`config.mk`:
```
export PLATFORM = sky130hd
export DESIGN_NAME = flash_cmd_seq
export DESIGN_NICKNAME = d
export VERILOG_FILES = /design/src/rtl/fcs_pkg.sv /design/src/rtl/fcs_step_gen.sv /design/src/rtl/fcs_sector_pick.sv /design/src/rtl/fcs_poll_timer.sv /design/src/rtl/flash_cmd_seq.sv
export SDC_FILE = /design/constraint.sdc
export NUM_CORES = 1
export LEC_CHECK = 0
export CAP_MARGIN = 20
export CORE_UTILIZATION = 50
export DETAILED_ROUTE_END_ITERATION = 16
export HOLD_SLACK_MARGIN = 0.12
export PLACE_DENSITY = 0.76
export SYNTH_ARGS = -nofsm -noshare
export SYNTH_HDL_FRONTEND = slang
export SYNTH_SLANG_ARGS = --single-unit
export TNS_END_PERCENT = 100
```
`constraint.sdc`:
```
create_clock -name clk -period 3.7 [get_ports clk]
set_input_delay 0.74 -clock clk [delete_from_list [all_inputs] [get_ports clk]]
set_output_delay 0.74 -clock clk [all_outputs]
set_load 0.1 [all_outputs]
```
`src/rtl/fcs_pkg.sv`:
```
// Package: operation codes, controller states and the fixed flash
// command constants shared by the sequencer modules.
package fcs_pkg;
    typedef enum logic [1:0] {
        OP_NONE = 2'b00,
        OP_PROG = 2'b01,
        OP_SECT = 2'b10,
        OP_CHIP = 2'b11
    } fcs_op_e;

    typedef enum logic [2:0] {
        ST_IDLE,
        ST_WR,
        ST_SECT,
        ST_WAIT,
        ST_RD
    } fcs_state_e;

    localparam logic [15:0] UNLOCK_A1  = 16'h5555;
    localparam logic [15:0] UNLOCK_A2  = 16'h2AAA;
    localparam logic [7:0]  KEY_1      = 8'hAA;
    localparam logic [7:0]  KEY_2      = 8'h55;
    localparam logic [7:0]  CODE_PROG  = 8'hA0;
    localparam logic [7:0]  CODE_ERASE = 8'h80;
    localparam logic [7:0]  CODE_CHIP  = 8'h10;
    localparam logic [7:0]  CODE_SECT  = 8'h30;
endpackage

```
`src/rtl/fcs_step_gen.sv`:
```
// Step generator: maps a write-step index and the latched operation
// to the address/data pair of that unlock or command write.
// Assumes AW >= 16 and that step 5 is only used by chip erase.
module fcs_step_gen
    import fcs_pkg::*;
#(
    parameter int AW = 19
) (
    input  logic [2:0]    step,
    input  fcs_op_e       op,
    input  logic [AW-1:0] tgt_addr,
    input  logic [7:0]    tgt_data,
    output logic [AW-1:0] wr_addr,
    output logic [7:0]    wr_data
);
    localparam int PADW = AW - 16;

    // Select the address/data pair for the current step.
    always_comb begin
        wr_addr = {{PADW{1'b0}}, UNLOCK_A1};
        wr_data = KEY_1;
        unique case (step)
            3'd0: begin
                wr_addr = {{PADW{1'b0}}, UNLOCK_A1};
                wr_data = KEY_1;
            end
            3'd1, 3'd4: begin
                wr_addr = {{PADW{1'b0}}, UNLOCK_A2};
                wr_data = KEY_2;
            end
            3'd2: begin
                wr_addr = {{PADW{1'b0}}, UNLOCK_A1};
                wr_data = (op == OP_PROG) ? CODE_PROG : CODE_ERASE;
            end
            3'd3: begin
                if (op == OP_PROG) begin
                    wr_addr = tgt_addr;
                    wr_data = tgt_data;
                end else begin
                    wr_addr = {{PADW{1'b0}}, UNLOCK_A1};
                    wr_data = KEY_1;
                end
            end
            3'd5: begin
                wr_addr = {{PADW{1'b0}}, UNLOCK_A1};
                wr_data = CODE_CHIP;
            end
            default: begin
                wr_addr = {{PADW{1'b0}}, UNLOCK_A1};
                wr_data = KEY_1;
            end
        endcase
    end
endmodule

```
`src/rtl/fcs_sector_pick.sv`:
```
// Sector picker: returns the lowest-numbered sector still pending in
// the erase mask, so sector writes go out in ascending order.
module fcs_sector_pick #(
    parameter int NSECT  = 8,
    parameter int SECT_W = $clog2(NSECT)
) (
    input  logic [NSECT-1:0]  mask,
    output logic [SECT_W-1:0] idx,
    output logic              any
);
    logic [SECT_W-1:0] cand [NSECT+1];

    // Priority chain: a lower set bit overrides every higher one.
    generate
        assign cand[NSECT] = '0;
        for (genvar i = NSECT - 1; i >= 0; i--) begin : g_prio
            assign cand[i] = mask[i] ? SECT_W'(i) : cand[i+1];
        end
    endgenerate

    assign idx = cand[0];
    assign any = |mask;

    // the picked sector is always one that is pending.
    always_comb begin
        if (any) a_r3_pick_pending: assert (mask[idx]);
    end
endmodule

```
`src/rtl/fcs_poll_timer.sv`:
```
// Poll timer: counts total cycles since polling began (for the time
// limit) and cycles since the last read (for the polling gap).
// Assumes start and intv_clr are single-cycle strobes from the FSM.
module fcs_poll_timer #(
    parameter int TMR_W  = 34,
    parameter int INTV_W = 16
) (
    input  logic              clk,
    input  logic              rst_n,
    input  logic              start,
    input  logic              run,
    input  logic              intv_clr,
    input  logic [INTV_W-1:0] interval,
    input  logic [TMR_W-1:0]  limit,
    output logic              intv_due,
    output logic              expired
);
    logic [TMR_W-1:0]  elapsed;
    logic [INTV_W-1:0] gap;

    // Total elapsed counter, saturating at its maximum.
    always_ff @(posedge clk) begin
        if (!rst_n || start)             elapsed <= '0;
        else if (run && !(&elapsed))     elapsed <= elapsed + 1'b1;
    end

    // Gap counter between polling reads, saturating.
    always_ff @(posedge clk) begin
        if (!rst_n || start || intv_clr) gap <= '0;
        else if (run && !(&gap))         gap <= gap + 1'b1;
    end

    assign expired  = (elapsed >= limit);
    assign intv_due = (gap >= interval) || expired;

    // once expired, the limit stays expired until a new start.
    a_r6_expired_sticky: assert property (@(posedge clk) disable iff (!rst_n)
        (expired && run && !start) |=> expired);
endmodule

```
`src/rtl/flash_cmd_seq.sv`:
```
// Flash program/erase command sequencer. Accepts one command while
// idle, emits the unlock and command writes, then polls bit 7 of the
// target until it matches the expected value or the time limit runs
// out. Assumes the bus controller holds bus_ack for one cycle per
// transfer and never acknowledges without a request.
module flash_cmd_seq
    import fcs_pkg::*;
#(
    parameter int AW                    = 19,
    parameter int NSECT                 = 8,
    parameter int INTV_W                = 16,
    parameter longint unsigned PROG_LIMIT = 64'd37_500,
    parameter longint unsigned SECT_LIMIT = 64'd1_875_000_000,
    parameter longint unsigned CHIP_LIMIT = 64'd8_000_000_000
) (
    input  logic              clk,
    input  logic              rst_n,
    input  logic              cmd_valid,
    input  logic [1:0]        cmd_op,
    input  logic [AW-1:0]     cmd_addr,
    input  logic [7:0]        cmd_data,
    input  logic [NSECT-1:0]  cmd_sect_mask,
    input  logic [INTV_W-1:0] poll_interval,
    output logic              bus_req,
    output logic              bus_we,
    output logic [AW-1:0]     bus_addr,
    output logic [7:0]        bus_wdata,
    input  logic              bus_ack,
    input  logic [7:0]        bus_rdata,
    output logic              busy,
    output logic              done,
    output logic              timeout_err
);
    localparam longint unsigned MAX_LIM =
        (CHIP_LIMIT > SECT_LIMIT) ?
            ((CHIP_LIMIT > PROG_LIMIT) ? CHIP_LIMIT : PROG_LIMIT) :
            ((SECT_LIMIT > PROG_LIMIT) ? SECT_LIMIT : PROG_LIMIT);
    localparam int TMR_W  = $clog2(MAX_LIM + 1) + 1;
    localparam int SECT_W = $clog2(NSECT);
    localparam int LOW_W  = AW - SECT_W;

    fcs_state_e        state;
    fcs_op_e           op_q;
    logic [AW-1:0]     addr_q;
    logic [7:0]        data_q;
    logic [NSECT-1:0]  pend_q;
    logic [2:0]        step_q;
    logic              done_q;
    logic              err_q;

    logic [AW-1:0]     step_addr;
    logic [7:0]        step_data;
    logic [SECT_W-1:0] sect_idx;
    logic              sect_any;
    logic [NSECT-1:0]  pend_next;
    logic              last_step;
    logic              exp_bit;
    logic [TMR_W-1:0]  limit;
    logic              tmr_start;
    logic              tmr_run;
    logic              intv_clr;
    logic              intv_due;
    logic              expired;
    logic              accept;

    fcs_step_gen #(.AW(AW)) u_step (
        .step     (step_q),
        .op       (op_q),
        .tgt_addr (addr_q),
        .tgt_data (data_q),
        .wr_addr  (step_addr),
        .wr_data  (step_data)
    );

    fcs_sector_pick #(.NSECT(NSECT), .SECT_W(SECT_W)) u_pick (
        .mask (pend_q),
        .idx  (sect_idx),
        .any  (sect_any)
    );

    fcs_poll_timer #(.TMR_W(TMR_W), .INTV_W(INTV_W)) u_tmr (
        .clk      (clk),
        .rst_n    (rst_n),
        .start    (tmr_start),
        .run      (tmr_run),
        .intv_clr (intv_clr),
        .interval (poll_interval),
        .limit    (limit),
        .intv_due (intv_due),
        .expired  (expired)
    );

    // Command decode, limit select and timer strobes.
    always_comb begin
        accept    = (state == ST_IDLE) && cmd_valid && (fcs_op_e'(cmd_op) != OP_NONE);
        last_step = (op_q == OP_PROG) ? (step_q == 3'd3) :
                    (op_q == OP_CHIP) ? (step_q == 3'd5) : (step_q == 3'd4);
        exp_bit   = (op_q == OP_PROG) ? data_q[7] : 1'b1;
        unique case (op_q)
            OP_PROG: limit = TMR_W'(PROG_LIMIT);
            OP_SECT: limit = TMR_W'(SECT_LIMIT);
            default: limit = TMR_W'(CHIP_LIMIT);
        endcase
        pend_next = pend_q & ~(NSECT'(1) << sect_idx);
        tmr_start = bus_ack && (((state == ST_WR) && last_step && (op_q != OP_SECT)) ||
                                ((state == ST_SECT) && (pend_next == '0)));
        tmr_run   = (state == ST_WAIT) || (state == ST_RD);
        intv_clr  = (state == ST_RD) && bus_ack;
    end

    // Main sequencing state machine.
    always_ff @(posedge clk) begin
        if (!rst_n) begin
            state  <= ST_IDLE;
            op_q   <= OP_NONE;
            addr_q <= '0;
            data_q <= '0;
            pend_q <= '0;
            step_q <= '0;
            done_q <= 1'b0;
            err_q  <= 1'b0;
        end else begin
            done_q <= 1'b0;
            unique case (state)
                ST_IDLE: if (accept) begin
                    op_q   <= fcs_op_e'(cmd_op);
                    addr_q <= cmd_addr;
                    data_q <= cmd_data;
                    pend_q <= (fcs_op_e'(cmd_op) == OP_SECT) ?
                              (cmd_sect_mask | (NSECT'(1) << cmd_addr[AW-1 -: SECT_W])) : '0;
                    step_q <= '0;
                    err_q  <= 1'b0;
                    state  <= ST_WR;
                end
                ST_WR: if (bus_ack) begin
                    if (!last_step)              step_q <= step_q + 3'd1;
                    else if (op_q == OP_SECT)    state  <= ST_SECT;
                    else                         state  <= ST_WAIT;
                end
                ST_SECT: if (bus_ack) begin
                    pend_q <= pend_next;
                    if (pend_next == '0) state <= ST_WAIT;
                end
                ST_WAIT: if (intv_due) state <= ST_RD;
                ST_RD: if (bus_ack) begin
                    if (bus_rdata[7] == exp_bit) begin
                        done_q <= 1'b1;
                        state  <= ST_IDLE;
                    end else if (expired) begin
                        err_q <= 1'b1;
                        state <= ST_IDLE;
                    end else begin
                        state <= ST_WAIT;
                    end
                end
                default: state <= ST_IDLE;
            endcase
        end
    end

    // Bus request drive, derived from the current state.
    always_comb begin
        bus_req   = (state == ST_WR) || (state == ST_SECT) || (state == ST_RD);
        bus_we    = (state == ST_WR) || (state == ST_SECT);
        bus_addr  = addr_q;
        bus_wdata = step_data;
        if (state == ST_WR)   bus_addr = step_addr;
        if (state == ST_SECT) begin
            bus_addr  = {sect_idx, {LOW_W{1'b0}}};
            bus_wdata = CODE_SECT;
        end
        if (state == ST_RD) bus_wdata = '0;
    end

    assign busy        = (state != ST_IDLE);
    assign done        = done_q;
    assign timeout_err = err_q;

    // a pending request is held unchanged until acknowledged.
    a_r10_req_hold: assert property (@(posedge clk) disable iff (!rst_n)
        (bus_req && !bus_ack) |=> (bus_req && $stable(bus_we) &&
                                   $stable(bus_addr) && $stable(bus_wdata)));
    // done lasts one cycle and only while idle.
    a_r5_done_pulse: assert property (@(posedge clk) disable iff (!rst_n)
        done |=> !done);
    a_r5_done_idle: assert property (@(posedge clk) disable iff (!rst_n)
        done |-> !busy);
    // a timeout never coincides with completion.
    a_r6_err_excl: assert property (@(posedge clk) disable iff (!rst_n)
        $rose(timeout_err) |-> (!done && !busy));
    // a busy sequencer keeps its latched command.
    a_r8_hold_cmd: assert property (@(posedge clk) disable iff (!rst_n)
        (busy && cmd_valid) |=> ($stable(op_q) && $stable(addr_q) && $stable(data_q)));
    // polling reads go to the latched command address.
    a_r4_read_addr: assert property (@(posedge clk) disable iff (!rst_n)
        (bus_req && !bus_we) |-> (bus_addr == addr_q));
endmodule

```
==> summary.md <==
| Metric | Value |
|---|---|
| CP max stage cell | nor2_1 |
| Post-synth cell types | 60 |
| Startpoint types | flip-flop |
| WS Path Type | flip-flop to output port |
| Reg2reg start | op_q[0]$_SDFFE_PN0P_ |
| Clock transition at the registers of the reported paths | 0.06 ns |
| Final WS setup | 0.318 ns |
| Synth Area in XOR/XNOR | 7.80% |
| Worst-margin pin slew | 1.02 ns |
| Core area | 11000 um^2 |
| Total Wirelength | 14300 um |
| Post-Synth Adder-Cell Area | 9.79% |
| Setup WS pre-CTS | 0.363 ns |
| Fin crit share | 91.4% |
| Post-synthesis mux area share | 0.524% |
| NumNets Final | 935 |
| First-pass GRT wire length | 23600 um |
| Initial antenna violation count | 0 |
| Max Buffers Root-to-Sink | 2 |
| Drc violations | 0 |
| Simple-gate area share of the yosys netlist | 26.7% |
| Most frequent CP cell | nor2_1 |
| CP max FO | 8 |
| Origin of the worst min-delay path | addr_q[15]$_SDFFE_PN0P_ |
| Worst r2r path cells | 11 |
| ANT cells | 0 |
| Mapped Avg Cell Area | 7.63 um^2 |
| # setup viols final | 0 |
| Worst-Skew Late Latency | 0.35 ns |
| Clock skew | 0.00737 ns |
| Hold_buf cts | 0 |
| Pin count of the biggest net entering global routing | 51 |
| Vias | 5533 |
| Layout cell share with drive strength beyond 1 | 7.47% |
| Fmax | 0.296 GHz |
| MaxCap Viol Count | 0 |
| Wire per inst | 14.7 um |
| Total grt overflow | 0 |
| YS warnings | 0 |
| Initial Util | 52.2% |
| DIE AREA | 11900 um^2 |
| Final hold vios | 0 |
| Synth Cell Area | 5730 um^2 |
| Dpl hpwl | 10400 um |
| Post CTS Setup Buffer Count | 0 |
| Reg2reg setup slack | 0.35 ns |
| R2R Path End | state[2]$_SDFFE_PN0P_ |
| Largest family of logic cells by synthesized area | simple AND/OR/NAND/NOR gates |
| Primary FF master, synth | dfxtp_1 |
| Hold path cells | 2 |
| Via count of the first global-routing pass | 5333 |
| Cell taking the most area after synthesis | dfxtp_1 |
| Drt first pass iters | 5 |
| CTS root buf | clkbuf_16 |
| Tmin final | 3.38 ns |
| Synth Area in Compound Gates | 17.2% |
| RD Place Congestion | 0.870 |
| Top-area cell type share of the netlist area | 33.2% |
| Layout area overhead | 23.2% |
| CTS resizes | 0 |
| Row count | 38 |
| Worst path cell trace | inv_1, ha_1, mux2i_1, or2_2, nor2_1, nor2_1, o21a_1, buf_12 |
| Arr. time, crit path | 2.64 ns |
| I/O Buffers | 89 |
| Seq/Total Area, Yosys | 33.2% |
| Area contributors post-synth | dfxtp_1, ha_1, a21oi_1, nand2_1, xor2_1 |
| WHS Endpoint | addr_q[15]$_SDFFE_PN0P_ |
| Post-synth EDFFs | 0 |
| Status | complete, no violations |
| Die Wd | 109 um |
| Fraction of registers with async set/reset | 0% |
| Syn Nets | 860 |
| Hold Crit Class | flip-flop to flip-flop |
| Antenna Nets Post-Route | 0 |
| CP endpoint kind | output port |
| Worst relative slew slack | 31.8% |
| Die H | 109 um |
| Flops & latches, synth | 95 |
| Cell Pwr Density | 530 nW/um^2 |
| Total clock sinks | 95 |
| CTS tree | built |
| Data required time at the worst endpoint | 2.96 ns |
| # IOs | 97 |
| CTS buffer count | 9 |
| First DRT Iteration DRCs | 398 |
| GRT Util Overall | 25.0% |
| H-tree levels | 3 |
| Tot Pwr | 0.00374 W |
| Number of max-slew violations in the final report | 0 |
| Unrepaired setup endpoints after global routing | no |
| Synthesized instance count | 751 |
| Via/cell ratio | 5.70 |
| Peak supply drop | 0.860 mV |
| CP max stage delay | 0.48 ns |
| Util after Layout | 64.3% |
| Pleak | 2.82 nW |
[state kept, by name, summed over array words and instances (netlist names)]
name,count
done,1
u_tmr.gap,16
u_tmr.elapsed,34
data_q,8
pend_q,8
step_q,3
addr_q,19
op_q,2
state,3
timeout_err,1
[stage by stage]
step | setup TNS, ns | instances | hold WS, ns | cell area (um^2)
2_1_floorplan | -0.912 | 751 | 0.432 | 5730
5_1_grt | 0 | 970 | 0.468 | 7060
6_report | 0 | 970 | 0.449 | 7060
4_1_cts | 0 | 970 | 0.452 | 7060
3_5_place_dp | 0 | 955 | 0.445 | 6780
3_3_place_gp | 0 | 955 | 0.439 | 6780
[synthesized netlist by cell type (2+ instances only)]
cell       instances
a211oi_1           5
a21boi_0           2
a21o_1             4
a21oi_1           84
and2_1             2
and3_1            12
and4_1             6
buf_1              2
buf_2              4
clkbuf_1          27
dfxtp_1           95
ha_1              44
inv_1             35
mux2i_1            3
nand2_1          109
nand2b_1           3
nand3_1           29
nand4_1           16
nor2_1            79
nor2b_1            6
nor3_1            31
nor3b_1            7
nor4_1             6
o2111ai_1          2
o211ai_1           4
o21a_1            11
o21ai_0           21
o21ai_1            4
o21bai_1           4
o221ai_1           2
o22ai_1            4
o31ai_1            4
or3_1              8
xnor2_1           15
xor2_1            36
[placed cells by master (no fill, tap or decap), types with 7 or more instances in the layout]
master,synthesis,final
and3_1,12,12
buf_12,0,9
nand4_1,16,16
nor3_1,31,30
clkdlybuf4s50_1,0,59
xnor2_1,15,15
o21a_1,11,11
dfxtp_1,95,95
buf_4,0,30
clkbuf_16,0,9
inv_1,35,35
a21oi_1,84,84
or3_1,8,8
ha_1,44,44
o21ai_0,21,21
nor3b_1,7,7
nand2_1,109,109
nor2_1,79,79
xor2_1,36,36
nand3_1,29,29
[worst max-delay path, delay by kind of cell, from the launching register on]
| family | cells | cell delay [ns] |
|---|---|---|
| compound gates | 1 | 0.26 |
| fa+ha+maj | 1 | 0.24 |
| buf+inv | 2 | 0.28 |
| flops | 1 | 0.39 |
| mux | 1 | 0.29 |
| simple gates | 3 | 0.82 |
[kinds of logic after synthesis]
logic type,Yosys count
AND/OR/NAND/NOR,324
multiplexers,3
flip-flops,95
AO/OA/AOI/OAI,163
XOR/XNOR,51
buffers and inverters,70
adder cells (fa/ha/maj),45
[area by class of cell]
cell class | instances | area [um^2]
Fill cell | 950 | 3930
Multi-Input combinational cell | 586 | 3570
Sequential cell | 95 | 1900
Timing Repair Buffer | 98 | 996
Clock buffer | 12 | 256
Tap cell | 140 | 175
Inverter | 36 | 135
Clock inverter | 3 | 18.8
[report_power, final]
group          total, W  switching (W)  internal, W
logic           0.00172        0.00121     0.000505
registers       0.00114      0.0000624      0.00108
clock network  0.000874       0.000386     0.000488
[worst max path at each step]
stage | startpoint | endpoint | cells past startpoint
6_report | step_q[0]$_SDFFE_PN0P_ | bus_addr[10] | 8
4_1_cts | step_q[0]$_SDFFE_PN0P_ | bus_addr[12] | 8
3_3_place_gp | op_q[0]$_SDFFE_PN0P_ | state[2]$_SDFFE_PN0P_ | 11
2_1_floorplan | state[2]$_SDFFE_PN0P_ | bus_addr[18] | 5
3_5_place_dp | op_q[0]$_SDFFE_PN0P_ | state[2]$_SDFFE_PN0P_ | 11
5_1_grt | op_q[0]$_SDFFE_PN0P_ | state[2]$_SDFFE_PN0P_ | 11
[per-layer routing]
layer	global-route usage [%]	wire, um	part of all wire (%)	vias up
met4	8.01	221	1.5	0
li1	-	-	-	2766
met3	10.2	1150	8.1	26
met5	0	0	0	-
met2	42.2	6770	47	154
met1	28.6	6150	43	2587
(Power assumes the default switching activity.)
